### config.mk
export PLATFORM = sky130hd
export DESIGN_NAME = raster_timing_gen
export DESIGN_NICKNAME = d
export VERILOG_FILES = /design/src/rtl/rtg_pkg.sv /design/src/rtl/rtg_shadow_bank.sv /design/src/rtl/rtg_raster_count.sv /design/src/rtl/rtg_sync_decode.sv /design/src/rtl/raster_timing_gen.sv
export SDC_FILE = /design/constraint.sdc
export NUM_CORES = 1
export LEC_CHECK = 0
export ABC_AREA = 1
export CORE_MARGIN = 2
export CORE_UTILIZATION = 30
export CTS_BUF_LIST = sky130_fd_sc_hd__clkbuf_2
export DETAILED_ROUTE_END_ITERATION = 12
export HOLD_SLACK_MARGIN = 0.1
export SLEW_MARGIN = 20
export SYNTH_ARGS = -nofsm -noshare
export SYNTH_HDL_FRONTEND = slang
export SYNTH_SLANG_ARGS = --single-unit
### constraint.sdc
create_clock -name clk -period 6.9 [get_ports clk]
set_input_delay 1.035 -clock clk [delete_from_list [all_inputs] [get_ports clk]]
set_output_delay 1.035 -clock clk [all_outputs]
set_load 0.005 [all_outputs]
### src/rtl/rtg_pkg.sv
package rtg_pkg;

   localparam int HALF_W     = 16;
   localparam int NUM_FIELDS = 2;
   localparam int FLD_W      = $clog2(NUM_FIELDS);
   localparam int SEL_W      = 3;
   localparam int ADDR_W     = SEL_W + FLD_W;

   typedef logic [HALF_W-1:0] coord_t;

   typedef struct packed {
      coord_t htot;
      coord_t vtot;
      coord_t vs_first;
      coord_t vs_last;
      coord_t vs_hpos;
   } field_cfg_t;

   typedef struct packed {
      coord_t hact;
      coord_t vact;
      coord_t hs_on;
      coord_t hs_off;
      logic   interlace;
      logic   inv_h;
      logic   inv_v;
      logic   inv_c;
   } line_cfg_t;

   localparam logic [SEL_W-1:0] SEL_ACTIVE = 3'd0;
   localparam logic [SEL_W-1:0] SEL_HSYNC  = 3'd1;
   localparam logic [SEL_W-1:0] SEL_MODE   = 3'd2;
   localparam logic [SEL_W-1:0] SEL_TOTAL  = 3'd4;
   localparam logic [SEL_W-1:0] SEL_VSLINE = 3'd5;
   localparam logic [SEL_W-1:0] SEL_VSPIX  = 3'd6;

   function automatic field_cfg_t field_boot();
      field_cfg_t f;
      f.htot     = 16'd16;
      f.vtot     = 16'd8;
      f.vs_first = 16'd5;
      f.vs_last  = 16'd6;
      f.vs_hpos  = 16'd10;
      return f;
   endfunction

   function automatic line_cfg_t line_boot();
      line_cfg_t l;
      l.hact      = 16'd8;
      l.vact      = 16'd4;
      l.hs_on     = 16'd10;
      l.hs_off    = 16'd12;
      l.interlace = 1'b0;
      l.inv_h     = 1'b0;
      l.inv_v     = 1'b0;
      l.inv_c     = 1'b0;
      return l;
   endfunction

endpackage

### src/rtl/rtg_shadow_bank.sv
module rtg_shadow_bank
   import rtg_pkg::*;
(
   input  logic                          clk,
   input  logic                          rst_n,
   input  logic                          wr_en,
   input  logic [ADDR_W-1:0]             wr_addr,
   input  logic [31:0]                   wr_data,
   input  logic                          load,
   output line_cfg_t                     line_act,
   output field_cfg_t [NUM_FIELDS-1:0]   fld_act
);

   logic [SEL_W-1:0] sel;
   logic [FLD_W-1:0] bank;
   coord_t           hi_half;
   coord_t           lo_half;
   line_cfg_t        line_sh;

   assign sel     = wr_addr[SEL_W-1:0];
   assign bank    = wr_addr[ADDR_W-1:SEL_W];
   assign hi_half = wr_data[31:16];
   assign lo_half = wr_data[15:0];

   always_ff @(posedge clk or negedge rst_n) begin
      if (!rst_n) begin
         line_sh <= line_boot();
      end else if (wr_en && (bank == '0)) begin
         case (sel)
            SEL_ACTIVE: begin
               line_sh.vact <= hi_half;
               line_sh.hact <= lo_half;
            end
            SEL_HSYNC: begin
               line_sh.hs_off <= hi_half;
               line_sh.hs_on  <= lo_half;
            end
            SEL_MODE: begin
               line_sh.interlace <= wr_data[0];
               line_sh.inv_h     <= wr_data[1];
               line_sh.inv_v     <= wr_data[2];
               line_sh.inv_c     <= wr_data[3];
            end
            default: ;
         endcase
      end
   end

   always_ff @(posedge clk or negedge rst_n) begin
      if (!rst_n) begin
         line_act <= line_boot();
      end else if (load) begin
         line_act <= line_sh;
      end
   end

   generate
      for (genvar f = 0; f < NUM_FIELDS; f++) begin : g_bank
         field_cfg_t sh;
         field_cfg_t act;
         logic       hit;

         assign hit = wr_en && (bank == FLD_W'(f));

         always_ff @(posedge clk or negedge rst_n) begin
            if (!rst_n) begin
               sh <= field_boot();
            end else if (hit) begin
               case (sel)
                  SEL_TOTAL: begin
                     sh.vtot <= hi_half;
                     sh.htot <= lo_half;
                  end
                  SEL_VSLINE: begin
                     sh.vs_last  <= hi_half;
                     sh.vs_first <= lo_half;
                  end
                  SEL_VSPIX: begin
                     sh.vs_hpos <= lo_half;
                  end
                  default: ;
               endcase
            end
         end

         always_ff @(posedge clk or negedge rst_n) begin
            if (!rst_n) begin
               act <= field_boot();
            end else if (load) begin
               act <= sh;
            end
         end

         assign fld_act[f] = act;
      end
   endgenerate

endmodule

### src/rtl/rtg_raster_count.sv
module rtg_raster_count
   import rtg_pkg::*;
#(
   parameter int CNT_W = 12
)(
   input  logic             clk,
   input  logic             rst_n,
   input  line_cfg_t        line_act,
   input  field_cfg_t       cur_fld,
   output logic [CNT_W-1:0] h_cnt,
   output logic [CNT_W-1:0] v_cnt,
   output logic [FLD_W-1:0] field_q,
   output logic             vblank_q,
   output logic             load_o
);

   localparam logic [FLD_W-1:0] LAST_FIELD = FLD_W'(NUM_FIELDS - 1);

   coord_t           h_nxt;
   coord_t           v_nxt;
   logic             h_end;
   logic             v_end;
   logic [FLD_W-1:0] field_adv;

   assign h_nxt  = coord_t'(h_cnt) + 16'd1;
   assign v_nxt  = coord_t'(v_cnt) + 16'd1;
   assign h_end  = (h_nxt >= cur_fld.htot);
   assign v_end  = (v_nxt >= cur_fld.vtot);
   assign load_o = h_end && (v_nxt == line_act.vact);

   always_comb begin
      if (!line_act.interlace || (field_q == LAST_FIELD)) begin
         field_adv = '0;
      end else begin
         field_adv = field_q + 1'b1;
      end
   end

   always_ff @(posedge clk or negedge rst_n) begin
      if (!rst_n) begin
         h_cnt    <= '0;
         v_cnt    <= '0;
         field_q  <= '0;
         vblank_q <= 1'b0;
      end else if (h_end) begin
         h_cnt <= '0;
         if (v_end) begin
            v_cnt    <= '0;
            vblank_q <= 1'b0;
            field_q  <= field_adv;
         end else begin
            v_cnt <= v_cnt + 1'b1;
            if (load_o) begin
               vblank_q <= 1'b1;
            end
         end
      end else begin
         h_cnt <= h_cnt + 1'b1;
      end
   end

endmodule

### src/rtl/rtg_sync_decode.sv
module rtg_sync_decode
   import rtg_pkg::*;
#(
   parameter int CNT_W     = 12,
   parameter bit CSYNC_XOR = 1'b0
)(
   input  logic [CNT_W-1:0] h_cnt,
   input  logic [CNT_W-1:0] v_cnt,
   input  logic             vblank,
   input  line_cfg_t        line_act,
   input  field_cfg_t       cur_fld,
   output logic             de,
   output logic             hsync,
   output logic             vsync,
   output logic             csync,
   output logic             field_start
);

   coord_t hx;
   coord_t vx;
   logic   hs_raw;
   logic   vs_raw;
   logic   past_start;
   logic   before_stop;
   logic   sync_mix;

   assign hx = coord_t'(h_cnt);
   assign vx = coord_t'(v_cnt);

   assign de     = !vblank && (hx < line_act.hact);
   assign hs_raw = (hx >= line_act.hs_on) && (hx < line_act.hs_off);

   assign past_start  = (vx > cur_fld.vs_first) ||
                        ((vx == cur_fld.vs_first) && (hx >= cur_fld.vs_hpos));
   assign before_stop = (vx < cur_fld.vs_last) ||
                        ((vx == cur_fld.vs_last) && (hx < cur_fld.vs_hpos));
   assign vs_raw      = past_start && before_stop;

   generate
      if (CSYNC_XOR) begin : g_csync_xor
         assign sync_mix = hs_raw ^ vs_raw;
      end else begin : g_csync_or
         assign sync_mix = hs_raw | vs_raw;
      end
   endgenerate

   assign hsync       = hs_raw ^ line_act.inv_h;
   assign vsync       = vs_raw ^ line_act.inv_v;
   assign csync       = sync_mix ^ line_act.inv_c;
   assign field_start = line_act.interlace && (hx == '0) && (vx == '0);

endmodule

### src/rtl/raster_timing_gen.sv
module raster_timing_gen
   import rtg_pkg::*;
#(
   parameter int CNT_W     = 12,
   parameter bit CSYNC_XOR = 1'b0
)(
   input  logic              clk,
   input  logic              rst_n,
   input  logic              cfg_we,
   input  logic [3:0]        cfg_addr,
   input  logic [31:0]       cfg_wdata,
   output logic [CNT_W-1:0]  h_pos_o,
   output logic [CNT_W-1:0]  v_pos_o,
   output logic              de_o,
   output logic              hsync_o,
   output logic              vsync_o,
   output logic              csync_o,
   output logic              field_id_o,
   output logic              field_start_o
);

   generate
      if (CNT_W < 4 || CNT_W >= HALF_W) begin : g_bad_cnt_w
         $error("raster_timing_gen: CNT_W must lie in 4..15");
      end
      if (ADDR_W != 4 || FLD_W != 1) begin : g_bad_map
         $error("raster_timing_gen: register map expects two field sets");
      end
   endgenerate

   line_cfg_t                   line_act;
   field_cfg_t [NUM_FIELDS-1:0] fld_act;
   field_cfg_t                  cur_fld;
   logic [CNT_W-1:0]            h_cnt;
   logic [CNT_W-1:0]            v_cnt;
   logic [FLD_W-1:0]            field_q;
   logic                        vblank_q;
   logic                        load;

   rtg_shadow_bank u_bank (
      .clk      (clk),
      .rst_n    (rst_n),
      .wr_en    (cfg_we),
      .wr_addr  (cfg_addr),
      .wr_data  (cfg_wdata),
      .load     (load),
      .line_act (line_act),
      .fld_act  (fld_act)
   );

   assign cur_fld = fld_act[field_q];

   rtg_raster_count #(.CNT_W(CNT_W)) u_count (
      .clk      (clk),
      .rst_n    (rst_n),
      .line_act (line_act),
      .cur_fld  (cur_fld),
      .h_cnt    (h_cnt),
      .v_cnt    (v_cnt),
      .field_q  (field_q),
      .vblank_q (vblank_q),
      .load_o   (load)
   );

   rtg_sync_decode #(.CNT_W(CNT_W), .CSYNC_XOR(CSYNC_XOR)) u_sync (
      .h_cnt       (h_cnt),
      .v_cnt       (v_cnt),
      .vblank      (vblank_q),
      .line_act    (line_act),
      .cur_fld     (cur_fld),
      .de          (de_o),
      .hsync       (hsync_o),
      .vsync       (vsync_o),
      .csync       (csync_o),
      .field_start (field_start_o)
   );

   assign h_pos_o    = h_cnt;
   assign v_pos_o    = v_cnt;
   assign field_id_o = field_q[0];

endmodule

==> results.md, run 1 <==
* Fraction of final layout cells sized beyond drive strength 1 at 0.0994
* Total global routing track utilization at 0.169
* Area added between synthesis and finish at 11.6%
* Postcts setup bufs at 0
* CTS tree: yes
* I/O Pins at 69
* Remaining global-route overflow at 0
* Warnings from Yosys at 0
* Quantity of gates resized following cts at 0
* IR drop worst, VDD at 0.100 mV
* Reg clk slew, reported paths at 110 ps
* Register area share after synthesis at 0.537
* Clock latency on the worst-skew pair at 1190 ps
* Hpwl dp at 39000 µm
* Worst path arrival time at 5120 ps
* Launching instance or port of the critical path: u_count.field_q
* Crit path capture type: output port
* Launching point of the worst reg2reg path: u_count.field_q
* Avg Cell Area, Syn at 8.79 µm²
* Fin Clk Skew at 135 ps
* Number of nets produced by synthesis at 2703
* Final wirelength at 64800 µm
* Number of I/O port buffers at 68
* # rows at 100
* Routed via count divided by cell count at 4.90
* Routed wire length per instance at 17.6 µm
* Nets at 2757
* Placed standard-cell area at 24100 µm²
* Via count at 18078
* Buffer cell driving the clock tree root: sky130_fd_sc_hd__clkbuf_2
* DRC violation count after routing at 0
* RSZ-0062 raised after global routing: no
* CP Data Required Time at 5860 ps
* Initial antenna violation count at 3
* Startpoint Class: flip-flop
* X dimension of the die at 278 µm
* Post-synthesis instance area at 22500 µm²
* Chip Height at 278 µm
* Number of routed nets with antenna violations at 0
* Final count of pins violating max slew at 0
* Slew of the pin with the lowest slew margin at 1290 ps
* Internal reg-to-reg setup slack at 1870 ps
* Pin count of the biggest net entering global routing at 195
* Starting density of the core at 0.303
* First drt pass iteration count at 5
* Standby leakage power at 12.6 nW
* Number of synthesized register bits at 482
* Min Tclk post-route at 6160 ps
* Number of library cell types mapped by synthesis at 37
* Die outline area at 77400 µm²
* Number of global-route vias before repair at 17753
* Fin Setup TNS at 0 ps
* Most frequent standard cell in the layout excluding fill and tap cells: sky130_fd_sc_hd__nand2_1
* Highest clock frequency the design can meet at 0.162 GHz
* Area of all placed cells without fillers at 25200 µm²
* Min-delay src: u_bank.line_act[7]
* Cell depth of the worst flop-to-flop path at 12
* Setup Crit Path Kind: flip-flop to output port
* Core Box Area at 74400 µm²
* Period Utilization, post-route at 0.892
* Number of DRC markers after the initial detailed-route iteration at 1318
* TritonCTS Sinks at 482
* Clock buffer count from CTS at 115
* Count of H-tree levels built during CTS at 3
* Result of the run: completed
* Hold path cells at 2
* Top library cells by usage in the layout, fill and taps aside: 777 x sky130_fd_sc_hd__nand2_1, 437 x sky130_fd_sc_hd__dfrtp_1, 247 x sky130_fd_sc_hd__nand4_1, 175 x sky130_fd_sc_hd__clkbuf_2, 172 x sky130_fd_sc_hd__nor2_1
* Clock tree buffer depth at 3
* Maximum capacitance violations at 0
* Maximum fanout encountered on the critical timing path at 41
* Power density relative to cell area at 222 nW/µm²
* Routability-driven placement congestion ratio at 0.833
* Final setup violation count at 0
* Hold WC Path Type: flip-flop to flip-flop
* Remaining max-slew budget at the tightest pin at 0.143
* First-pass GRT wire length at 103000 µm
* Final-report hold violation count at 0
* Count of mapped cells out of synthesis at 2564
==> kinds of logic (layout without fill, tap and decap cells) <==
kind of cell    count (synthesis)  in the layout  synth area share
buf+inv                       307            458            0.0552
simple gates                 1287           1287             0.249
fa+ha+maj                     100            100            0.0555
other cells                     0              3                 0
xor+xnor                       10             10           0.00389
mux                            57             57            0.0253
compound gates                321            321            0.0737
flops                         482            482             0.537
==> worst max-delay path, cell delays in order, from the launching register on <==
cell and delay (ps):
sky130_fd_sc_hd__dfrtp_4 900, sky130_fd_sc_hd__buf_4 660, sky130_fd_sc_hd__mux2i_1 270, sky130_fd_sc_hd__ha_1 270
sky130_fd_sc_hd__nand2_1 80, sky130_fd_sc_hd__inv_1 40, sky130_fd_sc_hd__nor2_1 80, sky130_fd_sc_hd__o21a_1 120
sky130_fd_sc_hd__nand2_1 110, sky130_fd_sc_hd__nand2_1 100, sky130_fd_sc_hd__o211ai_1 80, sky130_fd_sc_hd__nand2_1 80
sky130_fd_sc_hd__nand2_1 130, sky130_fd_sc_hd__xnor2_1 450, sky130_fd_sc_hd__clkdlybuf4s50_1 620
==> state kept, by name, indices dropped and copies added (netlist names) <==
signal and count:
u_count.h_cnt 12, u_bank.line_sh 68, u_bank.g_bank.sh 160, u_bank.fld_act 160, u_count.v_cnt 12, u_count.vblank_q 1
u_bank.line_act 68, u_count.field_q 1
==> area by class of cell <==
type,count,area [µm²]
inverter,153,574
antenna,3,7.51
clock inverter,39,200
clock buffer,175,876
multi-input combinational,1775,9230
fill,7803,49300
timing repair buffer,91,940
tap,969,1210
sequential,482,12100
==> layer usage <==
layer / global-route usage / vias to the layer above / routed length [µm]
li1: - / 8775 / -
met1: 0.234 / 8738 / 30100
met2: 0.265 / 457 / 29800
met3: 0.0301 / 108 / 3320
met4: 0.0608 / 0 / 1600
met5: 0 / - / 0
==> final timing paths <==
kind                                            to
min reg2reg                     u_bank.line_act[7]
max reg2reg                     u_bank.fld_act[99]
max in group asynchronous      u_bank.fld_act[151]
min in group asynchronous  u_bank.g_bank[1].sh[36]
min                             u_bank.line_act[7]
max                                        vsync_o
==> Yosys cell counts <==
| cell | instances | area [µm²] |
|---|---|---|
| sky130_fd_sc_hd__o21a_1 | 7 | 52.6 |
| sky130_fd_sc_hd__nand2_2 | 1 | 6.26 |
| sky130_fd_sc_hd__or2_2 | 1 | 6.26 |
| sky130_fd_sc_hd__nand2_1 | 779 | 2920 |
| sky130_fd_sc_hd__inv_2 | 2 | 7.51 |
| sky130_fd_sc_hd__nor3_1 | 13 | 65.1 |
| sky130_fd_sc_hd__clkbuf_1 | 66 | 248 |
| sky130_fd_sc_hd__and3_1 | 1 | 6.26 |
| sky130_fd_sc_hd__nand3_4 | 1 | 17.5 |
| sky130_fd_sc_hd__clkinv_1 | 1 | 3.75 |
| sky130_fd_sc_hd__nor2_1 | 176 | 661 |
| sky130_fd_sc_hd__nand3_1 | 50 | 250 |
| sky130_fd_sc_hd__xor2_1 | 7 | 61.3 |
| sky130_fd_sc_hd__nor4_1 | 7 | 43.8 |
| sky130_fd_sc_hd__nand4_1 | 247 | 1550 |
| sky130_fd_sc_hd__nor2_2 | 2 | 12.5 |
| sky130_fd_sc_hd__a21o_1 | 2 | 15.0 |
| sky130_fd_sc_hd__a211oi_1 | 2 | 15.0 |
| sky130_fd_sc_hd__o21ai_0 | 157 | 786 |
| sky130_fd_sc_hd__a21oi_1 | 139 | 696 |
| sky130_fd_sc_hd__nor3b_1 | 2 | 15.0 |
| sky130_fd_sc_hd__o211ai_1 | 3 | 22.5 |
| sky130_fd_sc_hd__o21ai_1 | 1 | 5.00 |
| sky130_fd_sc_hd__dfrtp_1 | 438 | 11000 |
| sky130_fd_sc_hd__o22ai_1 | 5 | 31.3 |
| sky130_fd_sc_hd__and2_1 | 1 | 6.26 |
| sky130_fd_sc_hd__xnor2_1 | 3 | 26.3 |
| sky130_fd_sc_hd__inv_1 | 150 | 563 |
| sky130_fd_sc_hd__buf_2 | 74 | 370 |
| sky130_fd_sc_hd__ha_1 | 100 | 1250 |
| sky130_fd_sc_hd__buf_1 | 14 | 52.6 |
| sky130_fd_sc_hd__nand3b_1 | 4 | 30.0 |
| sky130_fd_sc_hd__nor2_4 | 2 | 22.5 |
| sky130_fd_sc_hd__dfstp_2 | 44 | 1160 |
| sky130_fd_sc_hd__o21bai_1 | 3 | 22.5 |
| sky130_fd_sc_hd__mux2i_1 | 57 | 571 |
| sky130_fd_sc_hd__o31ai_1 | 2 | 15.0 |
==> what timing repair did <==
item | CTS | global route
hold endpoints to repair | 72 | 0
setup endpoints to repair | 0 | 0
hold buffers | 1 | 0
==> metrics by stage <==
step | worst slack (ps) | cells | total power (W) | hold WS [ps] | util
finish | 742 | 3687 | 0.00559 | 468 | 0.338
global route | 309 | 3686 | 0.00590 | 479 | 0.338
CTS | 568 | 3684 | 0.00566 | 416 | 0.338
detailed placement | 1830 | 3469 | 0.00374 | 452 | 0.323
global placement | 1810 | 3469 | 0.00372 | 452 | 0.323
floorplan | 3300 | 2564 | 0.00355 | 434 | -
==> power by group <==
part           leakage [nW]  total, W  internal [W]  switching [W]
logic                  5.58  0.000396      0.000153       0.000243
registers              6.21   0.00328       0.00313       0.000150
clock network         0.816   0.00191      0.000723        0.00119
(Power assumes the default switching activity.)
==> run 2, diff against run 1 <==
- clock period: 6.9 -> 7 ns (I/O delays scaled with it)
==> results.md, run 2 (same netlist as run 1, synthesis figures left out) <==
* # rows at 100
* Result of the run: completed
* Area of all placed cells without fillers at 25100 µm²
* CTS tree: yes
* Number of routed nets with antenna violations at 0
* Final wirelength at 64200 µm
* Clock buffer count from CTS at 117
* Reg clk slew, reported paths at 110 ps
* Fin Clk Skew at 98.7 ps
* Standby leakage power at 12.6 nW
* Hpwl dp at 39400 µm
* Starting density of the core at 0.303
* Placed standard-cell area at 24000 µm²
* Remaining max-slew budget at the tightest pin at 0.293
* Die outline area at 77400 µm²
* Final-report hold violation count at 0
* Setup Crit Path Kind: flip-flop to output port
* Worst Hold Margin at 450 ps
* Routability-driven placement congestion ratio at 0.835
* Chip Height at 278 µm
* Hold WC Path Type: flip-flop to flip-flop
* Highest clock frequency the design can meet at 0.156 GHz
* Quantity of gates resized following cts at 0
* Core Box Area at 74400 µm²
* Number of I/O port buffers at 68
* Clock tree buffer depth at 3
* Via count at 17925
* X dimension of the die at 278 µm
* Fin Setup TNS at 0 ps
* Count of H-tree levels built during CTS at 3
* Slew of the pin with the lowest slew margin at 1060 ps
* Most frequent standard cell in the layout excluding fill and tap cells: sky130_fd_sc_hd__nand2_1
* Pin count of the biggest net entering global routing at 145
* Routed via count divided by cell count at 4.85
* Number of DRC markers after the initial detailed-route iteration at 1343
* Startpoint Class: flip-flop
* I/O Pins at 69
* First drt pass iteration count at 5
* Initial antenna violation count at 4
* First-pass GRT wire length at 103000 µm
* Clock latency on the worst-skew pair at 1180 ps
* Crit path capture type: output port
* Power density relative to cell area at 219 nW/µm²
* Maximum capacitance violations at 0
* DRC violation count after routing at 0
* Number of global-route vias before repair at 17930
* Remaining global-route overflow at 0
* Tot Pwr at 0.00551 W
* Final setup violation count at 0
* Nets at 2760
* Min Tclk post-route at 6410 ps
* Final count of pins violating max slew at 0
* TritonCTS Sinks at 482
* Area added between synthesis and finish at 11.5%
* CP Data Required Time at 5950 ps
* RSZ-0062 raised after global routing: no
* Maximum fanout encountered on the critical timing path at 39
* Routed wire length per instance at 17.4 µm
* IR drop worst, VDD at 0.0903 mV
* Buffer cell driving the clock tree root: sky130_fd_sc_hd__clkbuf_2
* Period Utilization, post-route at 0.916
* Worst path arrival time at 5360 ps
* Fraction of final layout cells sized beyond drive strength 1 at 0.105
* Total global routing track utilization at 0.169
* Top library cells by usage in the layout, fill and taps aside: 777 x sky130_fd_sc_hd__nand2_1, 437 x sky130_fd_sc_hd__dfrtp_1, 247 x sky130_fd_sc_hd__nand4_1, 190 x sky130_fd_sc_hd__clkbuf_2, 172 x sky130_fd_sc_hd__nor2_1
==> run 2: cell count changes in the layout (fill, tap and decap cells not counted), sizes merged <==
cell    change
buf         +1
bufinv      -1
clkbuf     +15
clkinv      -8
diode       -2
inv         +1
==> run 2: per-stage QoR <==
step                 util  worst slack (ps)  cells
finish              0.338               585   3693
global route        0.338               356   3693
CTS                 0.338               458   3692
detailed placement  0.323              1770   3470
global placement    0.323              1720   3470
floorplan               -              3380   2564
==> run 2: area by class of cell <==
type                            count  area (µm²)
Antenna cell                        1        2.50
Clock buffer                      190         951
Clock inverter                     31         135
Fill cell                        7766       49300
Inverter                          153         574
Multi-Input combinational cell   1775        9230
Sequential cell                   482       12100
Tap cell                          969        1210
Timing Repair Buffer               92         906
==> run 2: routing by layer <==
layer	part of all wire	vias to the layer above	global-route usage
met2	0.47	421	0.273
li1	-	8781	-
met5	0	-	0
met1	0.47	8638	0.232
met3	0.045	85	0.0270
met4	0.021	0	0.0565
==> run 2: repair_timing <==
action	4_1_cts	5_1_grt
hold endpoints to repair	102	0
setup buffers	0	0
hold buffers	1	0
==> run 2: worst paths after layout <==
path	slack, ps	to	cells after the start	startpoint
worst max-delay path	590	vsync_o	11	u_count.field_q
worst max register to register	1720	u_bank.fld_act[133]	12	u_count.field_q
worst min-delay path	450	u_bank.fld_act[131]	2	u_bank.g_bank[1].sh[51]
worst min register to register	450	u_bank.fld_act[131]	2	u_bank.g_bank[1].sh[51]
max in group asynchronous	5080	u_count.field_q	3	rst_n
min in group asynchronous	620	u_bank.fld_act[99]	2	rst_n
==> run 2: critical path: stages, from the launching register on <==
cell and delay (ps):
sky130_fd_sc_hd__dfrtp_4 920, sky130_fd_sc_hd__inv_1 590, sky130_fd_sc_hd__nand2_1 170, sky130_fd_sc_hd__nand2_1 70, sky130_fd_sc_hd__ha_1 270, sky130_fd_sc_hd__nand3_1 70
sky130_fd_sc_hd__nor4_1 620, sky130_fd_sc_hd__o211ai_1 200, sky130_fd_sc_hd__nand2_1 100, sky130_fd_sc_hd__nand2_1 110, sky130_fd_sc_hd__xnor2_1 480, sky130_fd_sc_hd__clkdlybuf4s50_1 610
==> run 2: power by group <==
group	switching (W)	internal [W]	leakage [nW]	total [W]
Clock	0.00116	0.000719	0.857	0.00188
Combinational	0.000239	0.000151	5.57	0.000389
Sequential	0.000149	0.00309	6.21	0.00324
Total	0.00155	0.00396	12.6	0.00551
